--- config.mk ---
export PLATFORM = sky130hd
export DESIGN_NAME = mf_bit_detector
export DESIGN_NICKNAME = d
export VERILOG_FILES = /design/src/rtl/mf_pkg.sv /design/src/rtl/mf_tap_line.sv /design/src/rtl/mf_run_sum.sv /design/src/rtl/mf_slicer.sv /design/src/rtl/mf_bit_detector.sv
export SDC_FILE = /design/constraint.sdc
export NUM_CORES = 1
export LEC_CHECK = 0
export ABC_AREA = 1
export BUFFER_PORTS_ARGS = -buffer_cell sky130_fd_sc_hd__clkbuf_2
export CAP_MARGIN = 25
export CORE_MARGIN = 4
export CORE_UTILIZATION = 48
export DETAILED_ROUTE_END_ITERATION = 8
export GPL_TIMING_DRIVEN = 0
export PLACE_DENSITY = 0.68
export SLEW_MARGIN = 10
export SYNTH_ARGS = -nofsm -noshare
export SYNTH_HDL_FRONTEND = slang
export SYNTH_SLANG_ARGS = --single-unit
export TNS_END_PERCENT = 5
--- constraint.sdc ---
create_clock -name clk_i -period 2.55 [get_ports clk_i]
set_input_delay 0.51 -clock clk_i [delete_from_list [all_inputs] [get_ports clk_i]]
set_output_delay 0.51 -clock clk_i [all_outputs]
set_load 0.05 [all_outputs]
--- src/rtl/mf_pkg.sv ---
package mf_pkg;
  // Width needed to hold the sum of k signed w-bit samples
  function automatic int sum_width(int w, int k);
    return w + $clog2(k);
  endfunction
endpackage

--- src/rtl/mf_tap_line.sv ---
module mf_tap_line #(
  parameter int W = 8,
  parameter int K = 8
) (
  input  logic           clk_i,
  input  logic           rst_ni,
  input  logic [W-1:0]   smp_i,
  output logic [K*W-1:0] taps_o,
  output logic [W-1:0]   oldest_o
);
  for (genvar i = 0; i < K; i++) begin : g_stg
    logic [W-1:0] q;
    if (i == 0) begin : g_head
      always_ff @(posedge clk_i or negedge rst_ni)
        if (!rst_ni) q <= '0;
        else         q <= smp_i;
    end else begin : g_body
      always_ff @(posedge clk_i or negedge rst_ni)
        if (!rst_ni) q <= '0;
        else         q <= g_stg[i-1].q;
    end
    assign taps_o[i*W +: W] = q;
  end

  assign oldest_o = taps_o[(K-1)*W +: W];
endmodule

--- src/rtl/mf_run_sum.sv ---
module mf_run_sum #(
  parameter int W  = 8,
  parameter int SW = 11
) (
  input  logic          clk_i,
  input  logic          rst_ni,
  input  logic [W-1:0]  smp_i,
  input  logic [W-1:0]  oldest_i,
  output logic [SW-1:0] sum_o,
  output logic [SW-1:0] sum_nxt_o
);
  logic [SW-1:0] new_ext, old_ext, sum_q;

  assign new_ext   = {{(SW-W){smp_i[W-1]}}, smp_i};
  assign old_ext   = {{(SW-W){oldest_i[W-1]}}, oldest_i};
  assign sum_nxt_o = sum_q + new_ext - old_ext;

  always_ff @(posedge clk_i or negedge rst_ni)
    if (!rst_ni) sum_q <= '0;
    else         sum_q <= sum_nxt_o;

  assign sum_o = sum_q;
endmodule

--- src/rtl/mf_slicer.sv ---
module mf_slicer #(
  parameter int SW = 11
) (
  input  logic          clk_i,
  input  logic          rst_ni,
  input  logic          strobe_i,
  input  logic [SW-1:0] sum_nxt_i,
  output logic          bit_o,
  output logic          bit_vld_o
);
  always_ff @(posedge clk_i or negedge rst_ni) begin
    if (!rst_ni) begin
      bit_o     <= 1'b0;
      bit_vld_o <= 1'b0;
    end else begin
      bit_vld_o <= strobe_i;
      if (strobe_i) bit_o <= ~sum_nxt_i[SW-1];  // zero or positive -> 1
    end
  end
endmodule

--- src/rtl/mf_bit_detector.sv ---
module mf_bit_detector #(
  parameter int SAMPLE_W = 8,
  parameter int SPB      = 8
) (
  input  logic                clk_i,
  input  logic                rst_ni,
  input  logic [SAMPLE_W-1:0] sample_i,
  input  logic                strobe_i,
  output logic                bit_o,
  output logic                bit_vld_o
);
  localparam int SUM_W = mf_pkg::sum_width(SAMPLE_W, SPB);

  logic [SPB*SAMPLE_W-1:0] taps;
  logic [SAMPLE_W-1:0]     oldest;
  logic [SUM_W-1:0]        sum_q, sum_nxt;

  mf_tap_line #(.W(SAMPLE_W), .K(SPB)) u_taps (
    .clk_i   (clk_i),
    .rst_ni  (rst_ni),
    .smp_i   (sample_i),
    .taps_o  (taps),
    .oldest_o(oldest)
  );

  mf_run_sum #(.W(SAMPLE_W), .SW(SUM_W)) u_sum (
    .clk_i    (clk_i),
    .rst_ni   (rst_ni),
    .smp_i    (sample_i),
    .oldest_i (oldest),
    .sum_o    (sum_q),
    .sum_nxt_o(sum_nxt)
  );

  mf_slicer #(.SW(SUM_W)) u_slice (
    .clk_i    (clk_i),
    .rst_ni   (rst_ni),
    .strobe_i (strobe_i),
    .sum_nxt_i(sum_nxt),
    .bit_o    (bit_o),
    .bit_vld_o(bit_vld_o)
  );
endmodule

**Word-level counts from Yosys, hierarchy flattened**

Index checks and enable logic that the tools add are counted.

- Word-level logic and storage cells: 14
- Register bits after elaboration: 77
- Bits of input ports: 11
- Output and inout bits: 2

- Bitwise logic cells: 1
- Add/sub/neg operators: 2

Operators by type and width:

| cell | number |
|---|---|
| adder 11 bit | 1 |
| subtractor 11 bit | 1 |
| inverter 1 bit | 1 |

**Depth between registers and ports, before layout**

Gate-level depths: netlist (run 1).

- Depth after elaboration: 3
- Depth in mapped cells: 13
- Mapped depth without buffers: 13

**Modules after synthesis**

Synthesis (run 1) repeated with hierarchy kept, for this count alone.

- Cells, all modules: 250
- Area total of the unflattened synthesis: 2936.6 um2

Modules (own cells, without submodules):

| module | instances | cells each | sequential area each (um2) | area an instance (um2) |
|---|---|---|---|---|
| mf_tap_line | 1 | 72 | 1601.5 | 1661.6 |
| mf_run_sum | 1 | 171 | 275.3 | 1206.2 |
| mf_slicer | 1 | 7 | 50.0 | 68.8 |

**Worst setup path before layout (run 1)**

Ideal clock, no wire load.

- Path type: input to register
- From: input sample_i[1]
- To: register u_sum.sum_q[8] (netlist: u_sum.sum_o[8])
- Path slack: 0.382 ns
- Stages on the path: 9
- Arrival time: 2.041 ns
- Required time: 2.423 ns
- Setup time: 0.127 ns
- Buffers on the path: 0
- Path through: inv_1 fa_1 inv_1 fa_1 nand2_1 nand3_1 o21ai_2 o21ai_1 xor2_1

- Word-level cells in the longest chain between the ends: 2

Ends and longest elaborated chain:

| what | RTL line | text |
|---|---|---|
| start: declaration | mf_bit_detector.sv:7 | `input logic [SAMPLE_W-1:0] sample_i,` |
| adder 11 bit | mf_run_sum.sv:16 | `assign sum_nxt_o = sum_q + new_ext - old_ext;` |
| subtractor 11 bit | mf_run_sum.sv:16 |  |
| named net sum_nxt[8] | mf_bit_detector.sv:16 | `logic [SUM_W-1:0] sum_q, sum_nxt;` |
| end signal: assignment | mf_run_sum.sv:20 | `else sum_q <= sum_nxt_o;` |
| end: declaration | mf_run_sum.sv:12 | `logic [SW-1:0] new_ext, old_ext, sum_q;` |

The timed path passes the listed nets, and every way through them passes these cells.
A chain may end at the register's enable or synchronous reset.

**Worst setup path in the final report (run 1)**

- From: register u_taps.g_stg[7].q[7] (netlist: u_taps.oldest_o[7])
- To: register u_slice.bit_o

- Word-level cells in the longest chain between the ends: 2

Ends and longest elaborated chain:

| what | RTL line | text |
|---|---|---|
| start: declaration | mf_tap_line.sv:12 | `logic [W-1:0] q;` |
| start signal: assignment | mf_tap_line.sv:20 | `else q <= g_stg[i-1].q;` |
| subtractor 11 bit | mf_run_sum.sv:16 |  |
| inverter 1 bit | mf_slicer.sv:17 | `if (strobe_i) bit_o <= ~sum_nxt_i[SW-1];` |
| end signal: assignment | mf_slicer.sv:17 |  |
| end: declaration | mf_slicer.sv:8 | `output logic bit_o,` |

Every way passes these cells.

==> results of run 1 <==
[through the flow]
| stage | std cells | instance area, um^2 |
|---|---|---|
| 2_1_floorplan | 223 | 2840 |
| 3_3_place_gp | 307 | 2990 |
| 3_5_place_dp | 308 | 3010 |
| 4_1_cts | 324 | 3220 |
| 5_1_grt | 324 | 3220 |
| 6_report | 324 | 3220 |
[worst max-delay path, stage by stage, from the launching register on]
cell and delay (ns):
dfrtp_1 0.47, fa_1 0.54, inv_1 0.05, ha_1 0.36
nand2_1 0.10, nand2_1 0.06, a21oi_1 0.17, nand4_1 0.13
nand3_1 0.10, nand2_1 0.05
[worst max path at each step]
stage                                 to  cells past startpoint
after global placement     u_slice.bit_o                     11
after CTS                  u_slice.bit_o                      9
final                      u_slice.bit_o                      9
after detailed placement   u_slice.bit_o                     11
after global routing       u_slice.bit_o                      9
after floorplan           u_sum.sum_o[8]                      9
[metal layers]
metal	vias up	GRT usage	routed length (um)
met4	0	0.0734	80
met3	11	0.0476	156
met5	-	0	0
met1	722	0.166	1830
met2	15	0.194	1740
li1	716	-	-
[power by group through the flow]
stage | clock (uW) | sequential [uW] | combinational [uW]
3_3_place_gp | 0 | 1460 | 1350
3_5_place_dp | 0 | 1460 | 1380
6_report | 953 | 1440 | 1380
2_1_floorplan | 0 | 1480 | 1070
4_1_cts | 987 | 1440 | 1400
5_1_grt | 1050 | 1460 | 1620
[cells by family after synthesis]
logic type,Yosys count,synth area share
flops,77,0.680
buf+inv,53,0.0702
simple gates,51,0.0781
fa+ha+maj,22,0.124
compound gates,13,0.0269
xor+xnor,7,0.0216
[cells in the mapped netlist (2+ instances only)]
library cell	instances	share of area
a21oi_1	7	0.012
dfrtp_1	77	0.68
fa_1	10	0.071
ha_1	12	0.053
inv_1	53	0.070
nand2_1	31	0.041
nand3_1	11	0.019
nand4_1	2	0.0044
nor2_1	4	0.0053
nor2_2	2	0.0044
xnor2_1	2	0.0062
xor2_1	5	0.015
[area by class of cell]
type                       instances  share of cell area
inverter                          53              0.0618
clock buffer                      10              0.0427
sequential                        77               0.598
timing repair buffer              13              0.0256
clock inverter                     6              0.0233
multi-input combinational         93               0.220
tap                               72              0.0280
[flip-flops by register name (all words and copies together) (netlist names)]
name	count
u_sum.sum_o	11
u_taps.g_stg.q	56
u_slice.bit_o	1
u_slice.bit_vld_o	1
u_taps.oldest_o	8
[placed cells by master, fill, tap and decap left out]
master,n
clkbuf_2,11
inv_6,3
clkbuf_4,1
o21bai_1,1
clkbuf_8,10
dfrtp_1,77
nand3_1,11
nand4_1,2
fa_1,10
inv_8,1
ha_1,12
o21ai_0,1
nand2_1,31
nor2_1,4
buf_12,1
inv_1,53
o21ai_1,1
clkinvlp_4,1
nor2_2,2
nand3_2,1
xor2_1,5
bufinv_16,1
a21oi_1,7
xnor2_1,2
a21boi_1,1
a21o_1,1
o21ai_2,1
==> results.md, run 1 <==
- Status: finished clean
- First-pass GRT wire length: 7130 um
- Net Sw Power: approximately 1400 uW
- CTS resizes: 0
- Clock skew: 0.0110 ns
- Int Pwr: between 2000 and 2500 uW
- Critical Path End Type: flop
- Synth unique cells: 19
- Vias per cell: 4.52
- VDD IR max: 0.000718 V
- Sequential power share: 0.381
- Synthesized cell area: around 0.0028 mm^2
- Worst hold slack: 0.138 ns
- DRC violations left: 0
- Die Wd: 84.9 um
- Post-layout minimum cycle time: between 2 and 2.5 ns
- Synth warnings: 0
- Core Region: between 0.005 and 0.006 mm^2
- Pwr Density: between 1000 and 1500 mW/mm^2
- Least-Margin Pin Slew: 0.482 ns
- Initial Util: 0.506
- Placer Congestion: 0.789
- FF+latch count, synth: 77
- Setup Viol. Count Final: 0
- Reg2Reg Depth: 9
- Synth Flop Type: dfrtp_1
- CP startpoint kind: flop
- Ports: 13
- Switch share: 0.358
- FF/Latch Area: 0.00193 mm^2
- DIE HEIGHT: roughly 85 um
- Reg2Reg Setup Slack: 0.42 ns
- Multi-input gate area: 709 um^2
- Site row count: 27
- Die area: 0.00720 mm^2
- CTS Buffer Depth: 2
- Crit share post-route: 0.836
- GRT overflow: 0
- Layout area overhead: 13.6%
- Vias in the first global route: 1575
- Cell count after synthesis: 223
- CTS tree: yes
- Post-synthesis async set-or-reset flop share: 1.00
- Post-synthesis sequential area ratio: 0.680
- Detailed placement HPWL: 2660 um
- Clock share of power: 0.253
- Vias post-DR: 1464
- Worst setup margin: 0.418 ns
- Sum of negative setup slack: 0 ns
- Critical setup path kind: reg -> reg
- Number of flops mapped to enable cells by yosys: 0
- Reg-to-reg critical path startpoint: u_taps.oldest_o[7]
- Avg Cell Area, Syn: 12.7 um^2
- Htree depth: 3
- Max-Cap Viols: 0
- Pwr Total: 3770 uW
- GRT Resource Usage Total: 0.131
- # nets final: 280
- Share of cells above drive strength 1: 0.131
- Slew headroom: 0.679
- Hold Crit Class: in -> async
- Final hold viol count: 0
- Combinational fraction of design power: 0.366
- Total CTS buffers: 9
- # Post-CTS Setup Buffers: 0
- Clock Pin Slew Worst Setup and Hold Paths: 0.08 ns
- DRT Wirelength: 3810 um
- Critical Path Source: u_taps.oldest_o[7]
- Largest net degree at the start of global routing: 44
- IO buf count: 12
- Final Util: 0.574
- Worst-skew pair later-pin latency: 0.35 ns
- Diode count: 0
- CP max FO: 5
- Iter 0 DRT Violations: 40
- Antenna violations before repair: 0
- Leak pwr: 0.00169 uW
- Cts hold-fix bufs: 0
- Fmax: 469 MHz
- Pre-CTS setup slack: 0.118 ns
- Reg2reg end: u_slice.bit_o
- Max-slew violations: 0
- Syn Nets: 256
- Worst EP arrival: 2.37 ns
- Unrepaired setup endpoints after global routing: false
- DRT Pass-1 Iters: 4
- Crit path required time: about 2.8 ns
- CTS Sinks: 77
- Root buf cell: clkbuf_8
- Routed WL per cell: 11.8 um
- Detail Route Antenna Nets: 0
- Fillers: 491
(Power assumes the default switching activity.)
==> inputs of run 2 (changes only) <==
==> constraint.sdc (replaced) <==
create_clock -name clk_i -period 2.1 [get_ports clk_i]
set_input_delay 0.42 -clock clk_i [delete_from_list [all_inputs] [get_ports clk_i]]
set_output_delay 0.42 -clock clk_i [all_outputs]
set_load 0.05 [all_outputs]
==> run 2 against run 1 <==
Effect of this change: register-to-register slack got worse by 0.32 ns; sequential power increased by 22%; cell count increased by 0.93%; wire length rose by 6.4%; die area unchanged.
==> results.md, run 2 (synthesized netlist as in run 1, its figures left out) <==
- Initial Util: 0.506 (unchanged)
- Critical setup path kind: reg -> reg
- Root buf cell: clkbuf_8
- Layout area overhead: 19.1%
- Crit path required time: 2.34 ns (-0.45 ns)
- IO buf count: 12 (unchanged)
- Post-route cell area: 0.00338 mm^2 (+4.8%)
- DRT Pass-1 Iters: 4 (unchanged)
- Die Wd: 84.9 um (unchanged)
- Most frequent cells in the layout: 76 x dfrtp_1, 53 x inv_1, 29 x nand2_1
- Die area: 0.00720 mm^2 (unchanged)
- Ports: 13 (unchanged)
- CP startpoint kind: flop
- Antenna violations before repair: 0 (unchanged)
- Pwr Density: 1490 mW/mm^2 (+28%)
- Total CTS buffers: 9 (unchanged)
- Diode count: 0 (unchanged)
- Routed WL per cell: 12.4 um (+5.4%)
- Post-layout minimum cycle time: 2.01 ns (-0.125 ns)
- Net Sw Power: 1830 uW (+35%)
- Max-Cap Viols: 0 (unchanged)
- Crit share post-route: 0.956 (+0.120)
- CP dominant cell by count: nand2_1
- Iter 0 DRT Violations: 34 (-15%)
- GRT Resource Usage Total: 0.131 (+0.000208)
- Largest net degree at the start of global routing: 44 (unchanged)
- Worst path cell trace: fa_1, inv_1, ha_4, nand2_1, nor2_4, nand3_2, nand3_1, nand2_1, nand3_1, nand2_1
- Detailed placement HPWL: 2660 um (unchanged)
- Clock Pin Slew Worst Setup and Hold Paths: 0.08 ns (about the same)
- Vias post-DR: 1497 (+2.3%)
- DRT Wirelength: 4050 um (+6.4%)
- Worst EP arrival: 2.25 ns (-0.12 ns)
- First-pass GRT wire length: 7140 um (about the same)
- Reg-to-reg critical path startpoint: u_taps.oldest_o[7]
- Buffer and inverter count on the worst path: 1 (unchanged)
- Share of cells above drive strength 1: 0.208 (+0.0769)
- Worst-skew pair later-pin latency: 0.35 ns (about the same)
- FF/Latch Area: 0.00193 mm^2 (about the same)
- Htree depth: 3 (unchanged)
- Site row count: 27 (unchanged)
- DRC violations left: 0 (unchanged)
- Clock skew: 0.0110 ns (-0.0000154 ns)
- CTS Sinks: 77 (unchanged)
- # nets final: 283 (+1.1%)
- CP max FO: 4 (-1)
- Pre-CTS setup slack: -0.242 ns (-0.360 ns)
- Placer Congestion: 0.789 (unchanged)
- Max-slew violations: 0 (unchanged)
- Hold Crit Class: in -> async
- DIE HEIGHT: 84.9 um (unchanged)
- Detail Route Antenna Nets: 0 (unchanged)
- CTS Buffer Depth: 2 (unchanged)
- GRT overflow: 0 (unchanged)
- Int Pwr: 3210 uW (+33%)
- Status: finished clean
- Slowest-stage cell, CP: fa_1
- Least-Margin Pin Slew: 0.481 ns (-0.000950 ns)
- Leak pwr: 0.00170 uW (+0.89%)
- Multi-input gate area: 841 um^2 (+19%)
- Critical Path Source: u_taps.oldest_o[7]
- Worst stage delay on the critical path: 0.50 ns (-0.04 ns)
- Vias in the first global route: 1573 (-0.13%)
- Critical Path End Type: flop
- Fmax: 498 MHz (+6.2%)
- Final hold viol count: 0 (unchanged)
- Placed cell areas: 0.00301 mm^2 (unchanged)
- Clock share of power: 0.230 (-0.023)
- Most flops, register: u_taps.g_stg.q
- Cts hold-fix bufs: 0 (unchanged)
- Pwr Total: 5040 uW (+34%)
- Core Region: 0.00561 mm^2 (unchanged)
- Combinational fraction of design power: 0.423 (+0.057)
- VDD IR max: 0.000847 V (+18%)
- Switch share: 0.363 (+0.00403)
- Sequential power share: 0.346 (-0.035)
- Vias per cell: 4.58 (+1.3%)
- Worst setup margin: 0.0931 ns (-0.325 ns)
- Setup Viol. Count Final: 0 (unchanged)
- Unrepaired setup endpoints after global routing: true
- Slew headroom: 0.679 (about the same)
- CTS tree: yes
- Max reg flops: 56 (unchanged)
- Final Util: 0.602 (+0.0277)
- CP delay by family, top: adder cells
- Commonest non-fill, non-tap cell in the layout: dfrtp_1
- Fillers: 469 (-4.5%)
-- run 2: changes by cell type in the layout (fill, tap and decap cells not counted), sizes merged --
cell  previous run  this run
buf              1         4
-- run 2: metrics by stage --
step / instances / TNS (ns) / hold WS (ns)
floorplan: 223 / 0 / 0.124
global placement: 307 / -1.02 / 0.332
detailed placement: 308 / -1.14 / 0.335
CTS: 324 / 0 / 0.0536
global route: 327 / -0.0575 / 0.0780
finish: 327 / 0 / 0.0422
-- run 2: area by class of cell --
type,count,area share
Sequential cell,77,0.571
Clock buffer,10,0.0408
Inverter,53,0.0589
Timing Repair Buffer,16,0.0311
Multi-Input combinational cell,93,0.249
Tap cell,72,0.0267
Clock inverter,6,0.0222
-- run 2: path summary, 6_finish.rpt --
kind	to	slack, ns	depth (start not counted)
setup / recovery	u_slice.bit_o	0.09	10
hold / removal	u_taps.g_stg[6].q[2]	0.04	1
setup reg to reg	u_slice.bit_o	0.09	10
hold reg to reg	u_taps.g_stg[2].q[2]	0.35	0
max in group asynchronous	u_taps.g_stg[6].q[5]	1.48	2
min in group clk_i	u_taps.g_stg[0].q[3]	0.18	1
-- run 2: power by group through the flow --
stage	sequential, uW	combinational [uW]	clock, uW
final	1750	2130	1160
after global routing	1770	2430	1280
after CTS	1750	1760	1200
after detailed placement	1780	1680	0
after global placement	1770	1640	0
after floorplan	1800	1300	0
-- run 2: routing by layer --
| layer | global-route usage | up-vias | part of all wire |
|---|---|---|---|
| li1 | - | 719 | - |
| met1 | 0.166 | 746 | 0.46 |
| met2 | 0.194 | 19 | 0.47 |
| met3 | 0.0476 | 13 | 0.039 |
| met4 | 0.0734 | 0 | 0.024 |
| met5 | 0 | - | 0 |
-- run 2: repair_timing --
action / CTS / global route
buffers inserted: 0 / 3
pin swaps: 0 / 6
resized for setup: 4 / 17
setup endpoints to repair: 2 / 6
-- run 2: worst reg2reg max path: stages, from the launching register on --
cell	delay, ns
dfrtp_2	0.46
fa_1	0.50
inv_1	0.07
ha_4	0.29
nand2_1	0.10
nor2_4	0.13
nand3_2	0.07
nand3_1	0.09
nand2_1	0.07
nand3_1	0.08
nand2_1	0.05
==> inputs of run 3 (changes only) <==
--- a/config.mk
+++ b/config.mk
@@ -12,7 +12,7 @@
 export CORE_UTILIZATION = 48
 export DETAILED_ROUTE_END_ITERATION = 8
 export GPL_TIMING_DRIVEN = 0
-export PLACE_DENSITY = 0.68
+export PLACE_DENSITY_LB_ADDON = 0.15
 export SLEW_MARGIN = 10
 export SYNTH_ARGS = -nofsm -noshare
 export SYNTH_HDL_FRONTEND = slang
==> run 3 against run 2 <==
Effect of this change: clock power about the same; non-clock buffer count is 2 lower; design area down 0.78%; flip-flop and latch count is the same; worst setup slack better by 0.025 ns; combinational power fell by 4%; register-to-register slack better by 0.02 ns; total power down 1.8%; global-route usage shrank 0.12 points; fmax up 1.3%.
==> results.md, run 3 (synthesized netlist as in run 1, its figures left out) <==
- Worst EP arrival: 2.21 ns (-0.04 ns)
- Total CTS buffers: 9 (unchanged)
- Pwr Total: 4950 uW (-1.8%)
- Critical setup path kind: reg -> reg
- CTS Sinks: 77 (unchanged)
- Status: finished clean
- Core Region: 0.00561 mm^2 (unchanged)
- Crit path required time: 2.32 ns (-0.02 ns)
- Htree depth: 3 (unchanged)
- Final hold viol count: 0 (unchanged)
- Worst-skew pair later-pin latency: 0.34 ns (about the same)
- Max reg flops: 56 (unchanged)
- Post-layout minimum cycle time: 1.98 ns (-0.0250 ns)
- DRC violations left: 0 (unchanged)
- CP startpoint kind: flop
- VDD IR max: 0.000769 V (-9.2%)
- DRT Wirelength: 3970 um (-2.0%)
- Pwr Density: 1480 mW/mm^2 (-1.0%)
- Slowest-stage cell, CP: fa_1
- Die Wd: 84.9 um (unchanged)
- Ports: 13 (unchanged)
- Iter 0 DRT Violations: 27 (-21%)
- Detailed placement HPWL: 2640 um (-0.69%)
- First-pass GRT wire length: 7000 um (-2.0%)
- Final cell count without fillers: 325 (-0.61%)
- Vias post-DR: 1468 (-1.9%)
- Most flops, register: u_taps.g_stg.q
- Clock Pin Slew Worst Setup and Hold Paths: 0.08 ns (about the same)
- Buffer and inverter count on the worst path: 1 (unchanged)
- Antenna violations before repair: 0 (unchanged)
- IO buf count: 12 (unchanged)
- Vias in the first global route: 1545 (-1.8%)
- Diode count: 0 (unchanged)
- Critical Path End Type: flop
- Detail Route Antenna Nets: 0 (unchanged)
- Share of cells above drive strength 1: 0.202 (-0.00626)
- DRT Pass-1 Iters: 5 (+1)
- DIE HEIGHT: 84.9 um (unchanged)
- Worst hold slack: 0.0339 ns (-0.00839 ns)
- Worst path cell trace: fa_1, inv_1, fa_2, nand2_1, nand3_1, o21ai_2, o21ai_2, xor2_1
- Unrepaired setup endpoints after global routing: true
- Die area: 0.00720 mm^2 (unchanged)
- Vias per cell: 4.52 (-1.3%)
- Final Util: 0.597 (-0.00469)
- Layout area overhead: 18.1%
- Largest net degree at the start of global routing: 47 (+6.8%)
- Leak pwr: 0.00169 uW (-0.52%)
- Slew headroom: 0.712 (+0.0327)
- Routed WL per cell: 12.2 um (-1.4%)
- Placer Congestion: 0.770 (-2.4%)
- Least-Margin Pin Slew: 0.432 ns (-0.0490 ns)
- # nets final: 281 (-0.71%)
- GRT overflow: 0 (unchanged)
- Commonest non-fill, non-tap cell in the layout: dfrtp_1
- GRT Resource Usage Total: 0.129 (-0.00125)
- Max-Cap Viols: 0 (unchanged)
- Max-slew violations: 0 (unchanged)
- Clock skew: 0.00843 ns (-0.00258 ns)
- CTS tree: yes
- Most frequent cells in the layout: 76 x dfrtp_1, 53 x inv_1, 29 x nand2_1
- Root buf cell: clkbuf_8
- CP max FO: 4 (unchanged)
- Crit share post-route: 0.944 (-0.0119)
- CP delay by family, top: adder cells
- Fmax: 505 MHz (+1.3%)
- Placed insts: 308 (unchanged)
- Sum of negative setup slack: 0 ns (unchanged)
- Hold Crit Class: in -> async
- Site row count: 27 (unchanged)
- Setup Viol. Count Final: 0 (unchanged)
- CP dominant cell by count: o21ai_2
- Initial Util: 0.506 (unchanged)
- Worst stage delay on the critical path: 0.51 ns (about the same)
- CTS Buffer Depth: 2 (unchanged)
run 3: changes by cell type in the layout (fill, tap and decap cells not counted), sizes merged:
cell / before / now
buf: 4 / 2
clkbuf: 22 / 23
inv: 57 / 56
run 3: where the power goes:
group / switching (uW) / internal [uW]
combinational: 1170 / 876
sequential: 54.6 / 1690
clock: 539 / 626
run 3: routing by layer:
| layer | GRT usage | vias to the layer above | routed length (um) | part of all wire |
|---|---|---|---|---|
| li1 | - | 713 | - | - |
| met4 | 0.0604 | 0 | 79 | 0.020 |
| met5 | 0 | - | 0 | 0 |
| met2 | 0.183 | 15 | 1840 | 0.46 |
| met3 | 0.0583 | 9 | 168 | 0.042 |
| met1 | 0.172 | 731 | 1880 | 0.47 |
run 3: final cells by class:
class / count / area, um^2
Clock buffer: 11 / 151
Clock inverter: 5 / 63.8
Fill cell: 478 / 2260
Inverter: 53 / 199
Multi-Input combinational cell: 93 / 827
Sequential cell: 77 / 1930
Tap cell: 72 / 90.1
Timing Repair Buffer: 14 / 90.1
run 3: through the flow:
step | worst slack (ns) | area [um^2]
2_1_floorplan | 0.0221 | 2840
3_3_place_gp | -0.231 | 2990
3_5_place_dp | -0.241 | 3010
4_1_cts | 0.0133 | 3240
5_1_grt | -0.0291 | 3350
6_report | 0.118 | 3350
run 3: final timing paths:
path / end / cells after the start / from / slack (ns)
max: u_sum.sum_o[8] / 8 / u_taps.oldest_o[1] / 0.12
min: u_taps.g_stg[4].q[2] / 1 / rst_ni / 0.03
max reg2reg: u_sum.sum_o[8] / 8 / u_taps.oldest_o[1] / 0.12
min reg2reg: u_taps.g_stg[6].q[1] / 0 / u_taps.g_stg[5].q[1] / 0.35
max in group asynchronous: u_sum.sum_o[6] / 2 / rst_ni / 1.50
min in group clk_i: u_taps.g_stg[0].q[3] / 1 / sample_i[3] / 0.19
run 3: what timing repair did:
item	4_1_cts	5_1_grt
gates resized for setup	4	15
endpoints found under the hold margin	0	0
hold buffers	0	0
setup endpoints to repair	2	5
setup buffers	0	1
pin swaps	0	5
run 3: worst register-to-register path: stages (launching register included):
cell	delay [ns]
dfrtp_1	0.40
fa_1	0.51
inv_1	0.07
fa_2	0.41
nand2_1	0.09
nand3_1	0.07
o21ai_2	0.10
o21ai_2	0.08
xor2_1	0.14
